$ cat config.mk
export PLATFORM = sky130hd
export DESIGN_NAME = lut_cell
export DESIGN_NICKNAME = d
export VERILOG_FILES = /design/src/rtl/lut_cell.sv
export SDC_FILE = /design/constraint.sdc
export NUM_CORES = 1
export LEC_CHECK = 0
export BUFFER_PORTS_ARGS = -buffer_cell sky130_fd_sc_hd__buf_2
export CORE_UTILIZATION = 45
export DETAILED_ROUTE_END_ITERATION = 12
export PLACE_DENSITY = 0.63
export SYNTH_ARGS = -nofsm -noshare
export SYNTH_HDL_FRONTEND = slang
export SYNTH_SLANG_ARGS = --single-unit
$ cat constraint.sdc
create_clock -name clk -period 3.14 [get_ports clk]
set_clock_uncertainty 0.1 [all_clocks]
set_input_delay 0.628 -clock clk [delete_from_list [all_inputs] [get_ports clk]]
set_output_delay 0.628 -clock clk [all_outputs]
set_load 0.05 [all_outputs]
$ cat src/rtl/lut_cell.sv
module lut_cell #(
  parameter int SEL_W = 3,
  localparam int NSRC = 2 ** SEL_W,
  localparam int OPND_W = NSRC - 2
) (
  input  logic              clk,
  input  logic              rst,
  input  logic              cfg_en,
  input  logic              cfg_din,
  input  logic [OPND_W-1:0] opnd,
  input  logic              carry_in,
  input  logic              row_en,
  output logic              carry_out,
  output logic [1:0]        y
);
  localparam int LUT_N   = 16;
  localparam int FLD_LO  = 2 * LUT_N;
  localparam int CRY_BIT = FLD_LO + 4 * SEL_W;
  localparam int BYP_LO  = CRY_BIT + 1;
  localparam int CFG_W   = BYP_LO + 2;

  logic [CFG_W-1:0] cfg;
  logic [LUT_N-1:0] tab0, tab1;
  logic [NSRC-1:0]  src;
  logic [3:0]       addr;
  logic [1:0]       lut_o, q, byp;
  logic             carry_mode;

  assign tab0       = cfg[LUT_N-1:0];
  assign tab1       = cfg[2*LUT_N-1:LUT_N];
  assign carry_mode = cfg[CRY_BIT];
  assign byp        = cfg[BYP_LO +: 2];
  assign src        = {q, opnd};

  always_comb begin
    for (int k = 0; k < 4; k++)
      addr[k] = src[cfg[FLD_LO + k*SEL_W +: SEL_W]];
    if (carry_mode) addr[2] = carry_in;
  end

  assign lut_o     = {tab1[addr], tab0[addr]};
  assign carry_out = carry_mode & lut_o[1];
  assign y         = (byp & lut_o) | (~byp & q);

  always_ff @(posedge clk)
    if (cfg_en) cfg <= {cfg[CFG_W-2:0], cfg_din};

  always_ff @(posedge clk)
    if (rst)         q <= 2'b00;
    else if (row_en) q <= lut_o;

  assert_cfg_hold_R1: assert property (@(posedge clk) disable iff (rst)
    !cfg_en |=> $stable(cfg));
  assert_cfg_shift_R1: assert property (@(posedge clk) disable iff (rst)
    cfg_en |=> cfg[0] == $past(cfg_din));
  assert_capture_R6: assert property (@(posedge clk) disable iff (rst)
    row_en |=> q == $past(lut_o));
  assert_hold_R6: assert property (@(posedge clk) disable iff (rst)
    !row_en |=> $stable(q));
  assert_reset_clear_R8: assert property (@(posedge clk)
    rst |=> q == 2'b00);
endmodule

== Word level (Yosys, flattened, before mapping) ==
Cells that the tools add are included.
Word-level totals
  register bits: 49
  bits of input ports: 12
  output and inout bits: 3
Operators by class
  order comparisons: 5
  multiplexer cells: 13
  bitwise operators: 5
Operators by type and width (number)
  $lt A3 B4 Y1 const B: 4
  $bmux W1 S3: 4
  $bmux W1 S4: 2
  $mux W1: 7
  $lt A4 B5 Y1 const B: 1
  $and A2 B2 Y2: 2
  $not A2 Y2: 1
  $or A2 B2 Y2: 1
  $and A1 B1 Y1: 1

== Logic depth before layout (Yosys ltp) ==
Gate-level depths: netlist of run 1.
  depth after elaboration: 7
  mapped depth: 10
  depth with buffers taken out: 7

== Worst setup path before layout of run 1 ==
Ideal clock, no wire load.
  path kind: input port to output port
  start point: input port opnd[5]
  end point: output port y[0]
  arrival: 2.452 ns
  slack: -0.040 ns
  cell stages on the path: 7
  path through: mux4_2 > mux2i_1 > buf_4 > mux2_2 > o211ai_1 > nand4_1 > mux2_2
On the way
  word-level cells in the longest chain between the ends: 7
  elaborated cells on any way between the ends: 13
Ends and longest elaborated chain
  from (decl): line 10  | input logic [OPND_W-1:0] opnd,
  $bmux W1 S3: line 37  | addr[k] = src[cfg[FLD_LO + k*SEL_W +: SEL_W]];
  $mux W1 (implied by the code): line 37
  $mux W1: line 38  | if (carry_mode) addr[2] = carry_in;
  $bmux W1 S4 (*): line 41  | assign lut_o = {tab1[addr], tab0[addr]};
  $mux W1 (implied by the code) (*): line 41
  $and A2 B2 Y2 (*): line 43  | assign y = (byp & lut_o) | (~byp & q);
  $or A2 B2 Y2 (*): line 43
  to (decl): line 14  | output logic [1:0] y
Mark *: on every way between the ends. The rest lies on a longest branch, timed or not. The select of a mux whose other input is x is not followed.

== Final worst setup path of run 1 ==
  start point: register cfg[36]
  end point: output port y[1]
On the way
  word-level cells in the longest chain between the ends: 6
Ends and longest elaborated chain
  from (decl): line 22  | logic [CFG_W-1:0] cfg;
  from (signal assigned): line 46  | if (cfg_en) cfg <= {cfg[CFG_W-2:0], cfg_din};
  $bmux W1 S3: line 37
  $mux W1 (implied by the code): line 37
  $bmux W1 S4: line 41
  $mux W1 (implied by the code): line 41
  $and A2 B2 Y2: line 43
  $or A2 B2 Y2: line 43
Every way passes these cells. The select of a mux whose other input is x is not followed.

==> results_dict.tcl, run 1 <==
set metrics [dict create \
    status "complete, but fails checks" \
    violations "DRC, setup timing" \
    worst_ep_required_time_ns 2.41 \
    rows 24 \
    wl_um 3538 \
    ff_latch_area_um2 1451 \
    cp-start-kind "flop" \
    regToRegSetupSlack_ns 0.70 \
    async_flop_share_pct 0 \
    hold_violations 0 \
    die_area_um2 5000 \
    drive_above_1_share_pct 30.56 \
    hpwl_um 2254 \
    drv_cap 0 \
    min_to "cfg[13]$_DFFE_PP_" \
    drcViolationCount 2 \
    layout.nets 155 \
    ys_seq_elements 49 \
    finalWeightedCongestion 0.7894 \
    core_area_um2 4444 \
    avgSynthCellArea_um2 18.47 \
    hold_start "cfg[12]$_DFFE_PP_" \
    slew_headroom_pct 31.43 \
    grt_pass1_wl_um 5920 \
    worst-setup-path-type "reg -> out" \
    grt.met1_usage_pct 21.58 \
    first_pass_iters 8 \
    synth.most_common_cell "edfxtp_1" \
    drtIter0Drc 81 \
    fin_crit_sh_pct 111.5 \
    cts_hold_buf 0 \
    cts_buffers 5 \
    synthDistinctLibCells 24 \
    slew_violations 0 \
    max-vdd-ir-drop_mv 0.3155 \
    area_growth_pct 17.31 \
    hold_path.class "reg -> reg" \
    dp_cells 186 \
    antenna_found_initial 0 \
    rsz0062_at_grt "yes" \
    cp-end-kind "primary output" \
    use_met2_pct 24.47 \
    finalSetupViolations 3 \
    postLayoutCellArea_um2 2492 \
    multi_input_area_um2 650.6 \
    power.density_nw_per_um2 630.4 \
    grt_max_degree 48 \
    synth_cells 115 \
    clk_pin_slew_worst_paths_ns 0.09 \
    hold-path-cell-count 0 \
    arrival_ns 2.77 \
    synthFlopType "edfxtp_1" \
    yosys.area.top_type_share_pct 66.43 \
    timing.rr.end "q[0]$_SDFFE_PP0P_" \
    cts_tree "yes" \
    clockBufferDepth 2 \
    grt.overflow.total 0 \
    die_x_um 70.71 \
    vias 1089 \
    vias_per_cell 5.556 \
    io_buffers 14 \
    period_needed_ns 3.502 \
    netlist_top_cells_count "edfxtp_1, mux2i_1, mux4_2" \
    yosysSeqAreaShare_pct 68.32 \
    h-tree-depth 2 \
    fillCellCount 352 \
    synth-edff-count 47 \
    leakage_nw 0.9832 \
    routedWlPerCell_um 18.05 \
    r2r_cells 8 \
    num_antenna_cells 0 \
    place_area_um2 2298 \
    clk_latency_ns 0.30 \
    track_usage_pct 16.00 \
    gr-max-usage-layer "met2" \
    regToRegStartpoint "cfg[36]$_DFFE_PP_" \
    crit_start "cfg[36]$_DFFE_PP_" \
    num_io_pins 15 \
    root_buffer "clkbuf_8" \
    synth_top_cell_by_area "edfxtp_1" \
    numClockSinks 49 \
    post_layout_nonfiller_instances 196 \
    fmax_mhz 285.5 \
    syn-num-nets 127 \
    synth_top_cells_by_area "edfxtp_1, mux2i_1, mux4_2, mux4_1, mux2_2" \
    die_h_um 70.71 \
    tightest_slew_ns 1.029 \
    yosysWarnings 0 \
    crit_fanout 5 \
    initial_utilization_pct 47.80 \
    grt_pass1_vias 1130 \
    grt_util_met3_pct 3.846 \
    setup_slack_ns -0.3624 \
    postRouteAntennaNets 0 \
    synth_area_um2 2125 \
]
## power breakdown
| group | leakage [nW] | switching [mW] | internal (mW) |
|---|---|---|---|
| combinational | 0.439 | 0.127 | 0.136 |
| sequential | 0.477 | 0.0285 | 0.760 |
| clock | 0.0681 | 0.203 | 0.316 |
| total | 0.983 | 0.359 | 1.21 |
## worst max-delay path: stages, from the launching register on
cell and delay (ns):
edfxtp_1 0.51, mux2i_1 0.19, mux4_2 0.62, mux2i_2 0.22
mux2i_1 0.11, mux2i_1 0.23, mux2i_1 0.15, mux2_4 0.28
buf_6 0.15
## registers in the layout, indices dropped and copies added, names as in the netlist
register / count
q: 2
cfg: 47
## per-layer routing
metal | share of wire, % | routed length [µm]
met1 | 47 | 1655
met2 | 48 | 1694
met3 | 3.3 | 116
met4 | 2.0 | 71
met5 | 0 | 0
## through the flow
| step | power (mW) | util (%) | TNS, ns | hold slack, ns | worst slack, ns |
|---|---|---|---|---|---|
| floorplan | 0.9573 | - | 0 | 0.3204 | 0.002342 |
| global placement | 1.032 | 51.72 | -0.5701 | 0.3344 | -0.2286 |
| detailed placement | 1.038 | 51.72 | -0.6402 | 0.3308 | -0.2408 |
| CTS | 1.586 | 56.00 | -0.8034 | 0.3556 | -0.3321 |
| global route | 1.632 | 56.08 | -1.289 | 0.3655 | -0.5174 |
| finish | 1.571 | 56.08 | -0.8672 | 0.3513 | -0.3624 |
## cell type report
type	count	share of cell area, %
sequential	49	58.23
multi-input combinational	60	26.10
timing repair buffer	24	7.229
clock buffer	5	2.761
clock inverter	3	2.610
tap	52	2.610
inverter	3	0.4518
## worst max-delay path by stage
stage          endpoint  slack [ns]  cells after the start
2_1_floorplan      y[0]       0.002                      7
3_3_place_gp       y[0]       -0.23                      9
3_5_place_dp       y[0]       -0.24                      9
4_1_cts            y[1]       -0.33                      8
5_1_grt            y[1]       -0.52                      8
6_report           y[1]       -0.36                      8
## layout by cell type (no fill, tap or decap), drive strengths merged
| cell | netlist | layout |
|---|---|---|
| nor2 | 4 | 4 |
| inv | 3 | 3 |
| o211ai | 1 | 1 |
| dfxtp | 2 | 2 |
| o21a | 1 | 1 |
| nand4 | 1 | 1 |
| o2111ai | 1 | 1 |
| edfxtp | 47 | 47 |
| buf | 4 | 24 |
| clkinv | 0 | 1 |
| clkbuf | 0 | 5 |
| nand2 | 4 | 4 |
| nand4b | 1 | 1 |
| mux2 | 5 | 5 |
| and3 | 1 | 1 |
| a211o | 1 | 1 |
| nand3b | 1 | 1 |
| o21ai | 1 | 1 |
| and2 | 1 | 1 |
| mux2i | 28 | 28 |
| a31o | 1 | 1 |
| bufinv | 0 | 2 |
| mux4 | 7 | 8 |
## logic make-up after synthesis
family | count (synthesis) | share of synthesized area [%]
DFF | 49 | 68.32
muxes | 40 | 23.79
and+or+nand+nor | 13 | 3.063
buffers and inverters | 7 | 2.650
AOI/OAI and AO/OA | 6 | 2.179
## repair_timing
item | CTS | global route
hold endpoints to repair | 0 | 0
resized for setup | 9 | 1
buffers inserted | 1 | 0
cloned | 1 | 0
pin swaps | 2 | 0
setup endpoints to repair | 3 | 3
(Power assumes the default switching activity.)
==> inputs of run 2 (changes only) <==
--- a/config.mk
+++ b/config.mk
@@ -6,9 +6,9 @@
 export NUM_CORES = 1
 export LEC_CHECK = 0
 export BUFFER_PORTS_ARGS = -buffer_cell sky130_fd_sc_hd__buf_2
-export CORE_UTILIZATION = 45
+export CORE_UTILIZATION = 59
 export DETAILED_ROUTE_END_ITERATION = 12
-export PLACE_DENSITY = 0.63
+export PLACE_DENSITY = 0.79
 export SYNTH_ARGS = -nofsm -noshare
 export SYNTH_HDL_FRONTEND = slang
 export SYNTH_SLANG_ARGS = --single-unit
==> results_dict.tcl, run 2 (synthesis gave the netlist of run 1 again) <==
set metrics [dict create \
    h-tree-depth 2 \
    worst-setup-path-type "reg -> out" \
    post_layout_nonfiller_instances 195 \
    top_regs "cfg: 47 flops, q: 2 flops" \
    grt_pass1_wl_um 5575 \
    rsz0062_at_grt "yes" \
    finalSetupViolations 3 \
    track_usage_pct 21.58 \
    vias 1165 \
    setup_slack_ns -0.5047 \
    tightest_slew_ns 1.012 \
    cts_hold_buf 0 \
    place_ws_ns -0.3045 \
    fillCellCount 209 \
    initial_utilization_pct 62.68 \
    numClockSinks 49 \
    slew_headroom_pct 32.53 \
    place_area_um2 2283 \
    status "complete, but fails checks" \
    routedWlPerCell_um 18.85 \
    violations "setup timing" \
    clk_latency_ns 0.38 \
    leakage_nw 0.9750 \
    clk_pin_slew_worst_paths_ns 0.15 \
    layout.nets 160 \
    arrival_ns 2.92 \
    r2r_cells 9 \
    cts_buffers 5 \
    power.density_nw_per_um2 555.8 \
    crit_fanout 5 \
    layout_commonest_cell "edfxtp_1" \
    hold-path-cell-count 1 \
    multi_input_area_um2 653.1 \
    worst_ep_required_time_ns 2.41 \
    ff_latch_area_um2 1451 \
    wl_um 3675 \
    grt.overflow.total 0 \
    hpwl_um 2345 \
    root_buffer "clkbuf_4" \
    first_pass_iters 6 \
    die_area_um2 3845 \
    cts_tree "yes" \
    cp-end-kind "primary output" \
    final_cell_mix "edfxtp_1, mux2i_1, buf_4, buf_2, mux4_2" \
    num_antenna_cells 0 \
    drive_above_1_share_pct 33.56 \
    core_area_um2 3390 \
    grt_max_degree 48 \
    regMostFlops "cfg" \
    period_needed_ns 3.645 \
    drv_cap 0 \
    timing.hold.ws_ns 0.3216 \
    postLayoutCellArea_um2 2447 \
    hold_path.class "in -> reg" \
    die_h_um 62.01 \
    num_io_pins 15 \
    finalWeightedCongestion 0.7307 \
    dp_cells 179 \
    fin_util_pct 72.20 \
    fin_setup_tns_ns -1.277 \
    grt_pass1_vias 1156 \
    io_buffers 14 \
    drtIter0Drc 68 \
    die_x_um 62.01 \
    largest_reg_flops 47 \
    max-vdd-ir-drop_mv 0.3533 \
    area_growth_pct 15.19 \
    antenna_found_initial 0 \
    fin_crit_sh_pct 116.1 \
    cp-start-kind "flop" \
    slew_violations 0 \
    rows 21 \
    power_mw 1.360 \
    vias_per_cell 5.974 \
    clockBufferDepth 2 \
    postRouteAntennaNets 0 \
    drcViolationCount 0 \
    hold_violations 0 \
    fmax_mhz 274.4 \
]
[run 2: changes by cell type in the layout (fill, tap and decap cells not counted), sizes merged]
cell,change
clkinv,+2
bufinv,-2
buf,+5
[run 2: path summary, 6_finish.rpt]
| check | startpoint | end | slack, ns |
|---|---|---|---|
| setup / recovery | cfg[36]$_DFFE_PP_ | y[1] | -0.50 |
| hold / removal | cfg_din | cfg[0]$_DFFE_PP_ | 0.32 |
| setup reg to reg | cfg[36]$_DFFE_PP_ | q[1]$_SDFFE_PP0P_ | 0.42 |
| hold reg to reg | cfg[13]$_DFFE_PP_ | cfg[14]$_DFFE_PP_ | 0.36 |
[run 2: layout make-up]
class                      count  area share (%)
inverter                       3          0.4601
clock buffer                   5           1.534
sequential                    49           59.30
tap                           46           2.352
multi-input combinational     60           26.69
clock inverter                 3          0.9202
timing repair buffer          29           8.742
[run 2: critical path, cell delays in order (launching register included)]
cell and delay [ns]:
edfxtp_1 0.53, mux2i_1 0.19, mux4_2 0.59, mux2i_1 0.22, mux2i_1 0.11, mux2i_1 0.25, mux2i_1 0.19, mux2_4 0.30
buf_6 0.15
[run 2: power breakdown]
group	switching (mW)	internal (mW)
logic	0.132	0.141
clock network	0.209	0.0891
registers	0.0288	0.761
total	0.370	0.990
[run 2: routing by layer]
metal	vias up	share of wire (%)	GRT usage (%)	wire length, µm
met3	8	4.4	7.867	163
li1	532	-	-	-
met4	0	1.8	6.349	66
met5	-	0	0	0
met2	34	49	34.04	1807
met1	591	45	28.25	1637
[run 2: what timing repair did]
action	in CTS	in global routing
gates cloned	1	0
resized for setup	8	2
setup buffers	4	3
pin swaps	1	1
setup endpoints to repair	3	3
==> inputs of run 3 (changes only) <==
--- a/config.mk
+++ b/config.mk
@@ -7,8 +7,11 @@
 export LEC_CHECK = 0
 export BUFFER_PORTS_ARGS = -buffer_cell sky130_fd_sc_hd__buf_2
 export CORE_UTILIZATION = 59
+export CTS_BUF_LIST = sky130_fd_sc_hd__clkbuf_16
 export DETAILED_ROUTE_END_ITERATION = 12
 export PLACE_DENSITY = 0.79
+export SETUP_SLACK_MARGIN = 0.1
+export SKIP_CTS_REPAIR_TIMING = 1
 export SYNTH_ARGS = -nofsm -noshare
 export SYNTH_HDL_FRONTEND = slang
 export SYNTH_SLANG_ARGS = --single-unit
==> results_dict.tcl, run 3 (synthesis gave the netlist of run 1 again) <==
set metrics [dict create \
    status "complete, but fails checks" \
    violations "setup timing" \
    num_io_pins 15 \
    clk_latency_ns 0.29 \
    power.density_nw_per_um2 629.3 \
    cp-start-kind "flop" \
    wl_um 3745 \
    largest_reg_flops 47 \
    drcViolationCount 0 \
    fillCellCount 212 \
    postRouteAntennaNets 0 \
    worst_ep_required_time_ns 2.41 \
    setup_slack_ns -0.3445 \
    core_area_um2 3390 \
    drv_cap 0 \
    grt_pass1_vias 1070 \
    hold_path.class "reg -> reg" \
    crit_fanout 5 \
    hpwl_um 2401 \
    worst-setup-path-type "reg -> out" \
    numClockSinks 49 \
    place_ws_ns -0.2634 \
    drtIter0Drc 66 \
    rsz0062_at_grt "yes" \
    gr-max-usage-layer "met2" \
    postLayoutCellArea_um2 2499 \
    grt.met1_usage_pct 29.01 \
    cts_buffers 5 \
    die_h_um 62.01 \
    dp_cells 182 \
    place_area_um2 2297 \
    layout_commonest_cell "edfxtp_1" \
    post_layout_nonfiller_instances 192 \
    period_needed_ns 3.484 \
    clk_pin_slew_worst_paths_ns 0.06 \
    vias_per_cell 5.943 \
    vias 1141 \
    grt_pass1_wl_um 5292 \
    cts_tree "yes" \
    regMostFlops "cfg" \
    grt_util_met3_pct 7.453 \
    slew_violations 0 \
    drive_above_1_share_pct 32.19 \
    h-tree-depth 2 \
    io_buffers 14 \
    grt_max_degree 48 \
    first_pass_iters 4 \
    max-vdd-ir-drop_mv 0.3728 \
    finalWeightedCongestion 0.8084 \
    arrival_ns 2.76 \
    tightest_slew_ns 1.007 \
    die_x_um 62.01 \
    initial_utilization_pct 62.68 \
    finalSetupViolations 3 \
    fmax_mhz 287.0 \
    die_area_um2 3845 \
    clockBufferDepth 2 \
    track_usage_pct 20.93 \
    leakage_nw 0.9954 \
    grt.overflow.total 0 \
    num_antenna_cells 0 \
    final_cell_mix "edfxtp_1, mux2i_1, buf_4, buf_2, mux4_2" \
    hold_violations 0 \
    timing.hold.ws_ns 0.3546 \
    antenna_found_initial 0 \
    layout.nets 157 \
    area_growth_pct 17.61 \
    fin_crit_sh_pct 111.0 \
    slew_headroom_pct 32.90 \
    rows 21 \
    root_buffer "clkbuf_16" \
    use_met2_pct 31.16 \
    cp-end-kind "primary output" \
    routedWlPerCell_um 19.51 \
    top_regs "cfg: 47 flops, q: 2 flops" \
]
==> run 3: cell count changes in the layout (fill, tap and decap cells not counted), sizes merged <==
cell      delta
buf          -3
clkinv       -2
clkinvlp     +1
inv          +1
==> run 3: final timing paths <==
| check | slack [ns] | cells after the start | start | end |
|---|---|---|---|---|
| worst max-delay path | -0.34 | 8 | cfg[36]$_DFFE_PP_ | y[1] |
| worst min-delay path | 0.35 | 0 | cfg[20]$_DFFE_PP_ | cfg[21]$_DFFE_PP_ |
| worst max register to register | 0.71 | 7 | cfg[36]$_DFFE_PP_ | q[1]$_SDFFE_PP0P_ |
| worst min register to register | 0.35 | 0 | cfg[20]$_DFFE_PP_ | cfg[21]$_DFFE_PP_ |
==> run 3: where the power goes <==
group          total [mW]  switching, mW  leakage (nW)  internal [mW]
Clock               0.524          0.228        0.0702          0.296
Sequential          0.789         0.0280         0.477          0.762
Combinational       0.259          0.132         0.449          0.127
Total                1.57          0.388         0.995           1.18
==> run 3: area by class of cell <==
cell class / count / area [µm²] / share of cell area (%)
Clock buffer: 5 / 125.1 / 5.008
Inverter: 3 / 11.26 / 0.4507
Tap cell: 46 / 57.56 / 2.303
Timing Repair Buffer: 26 / 175.2 / 7.011
Clock inverter: 3 / 21.27 / 0.8513
Multi-Input combinational cell: 60 / 656.9 / 26.29
Sequential cell: 49 / 1451 / 58.09
==> run 3: worst max-delay path, stage by stage, from the launching register on <==
cell and delay (ns):
edfxtp_1 0.51, mux2i_2 0.22, mux4_2 0.57, mux2i_1 0.24, mux2i_1 0.12, mux2i_1 0.21
mux2i_1 0.16, mux2_4 0.30, buf_6 0.16
==> run 3: metrics by stage <==
stage                     util [%]  TNS [ns]  power (mW)
after floorplan                  -         0      0.9587
final                        73.72   -0.8283       1.572
after global placement       67.77   -0.4387       1.025
after CTS                    72.09    -1.004       1.556
after global routing         73.72    -1.230       1.623
after detailed placement     67.77   -0.5517       1.034
==> run 3: per-layer routing <==
metal / share of wire, % / up-vias / routed length, µm
li1: - / 527 / -
met1: 44 / 578 / 1632
met2: 50 / 30 / 1883
met3: 5.1 / 6 / 192
met4: 0.99 / 0 / 37
met5: 0 / - / 0
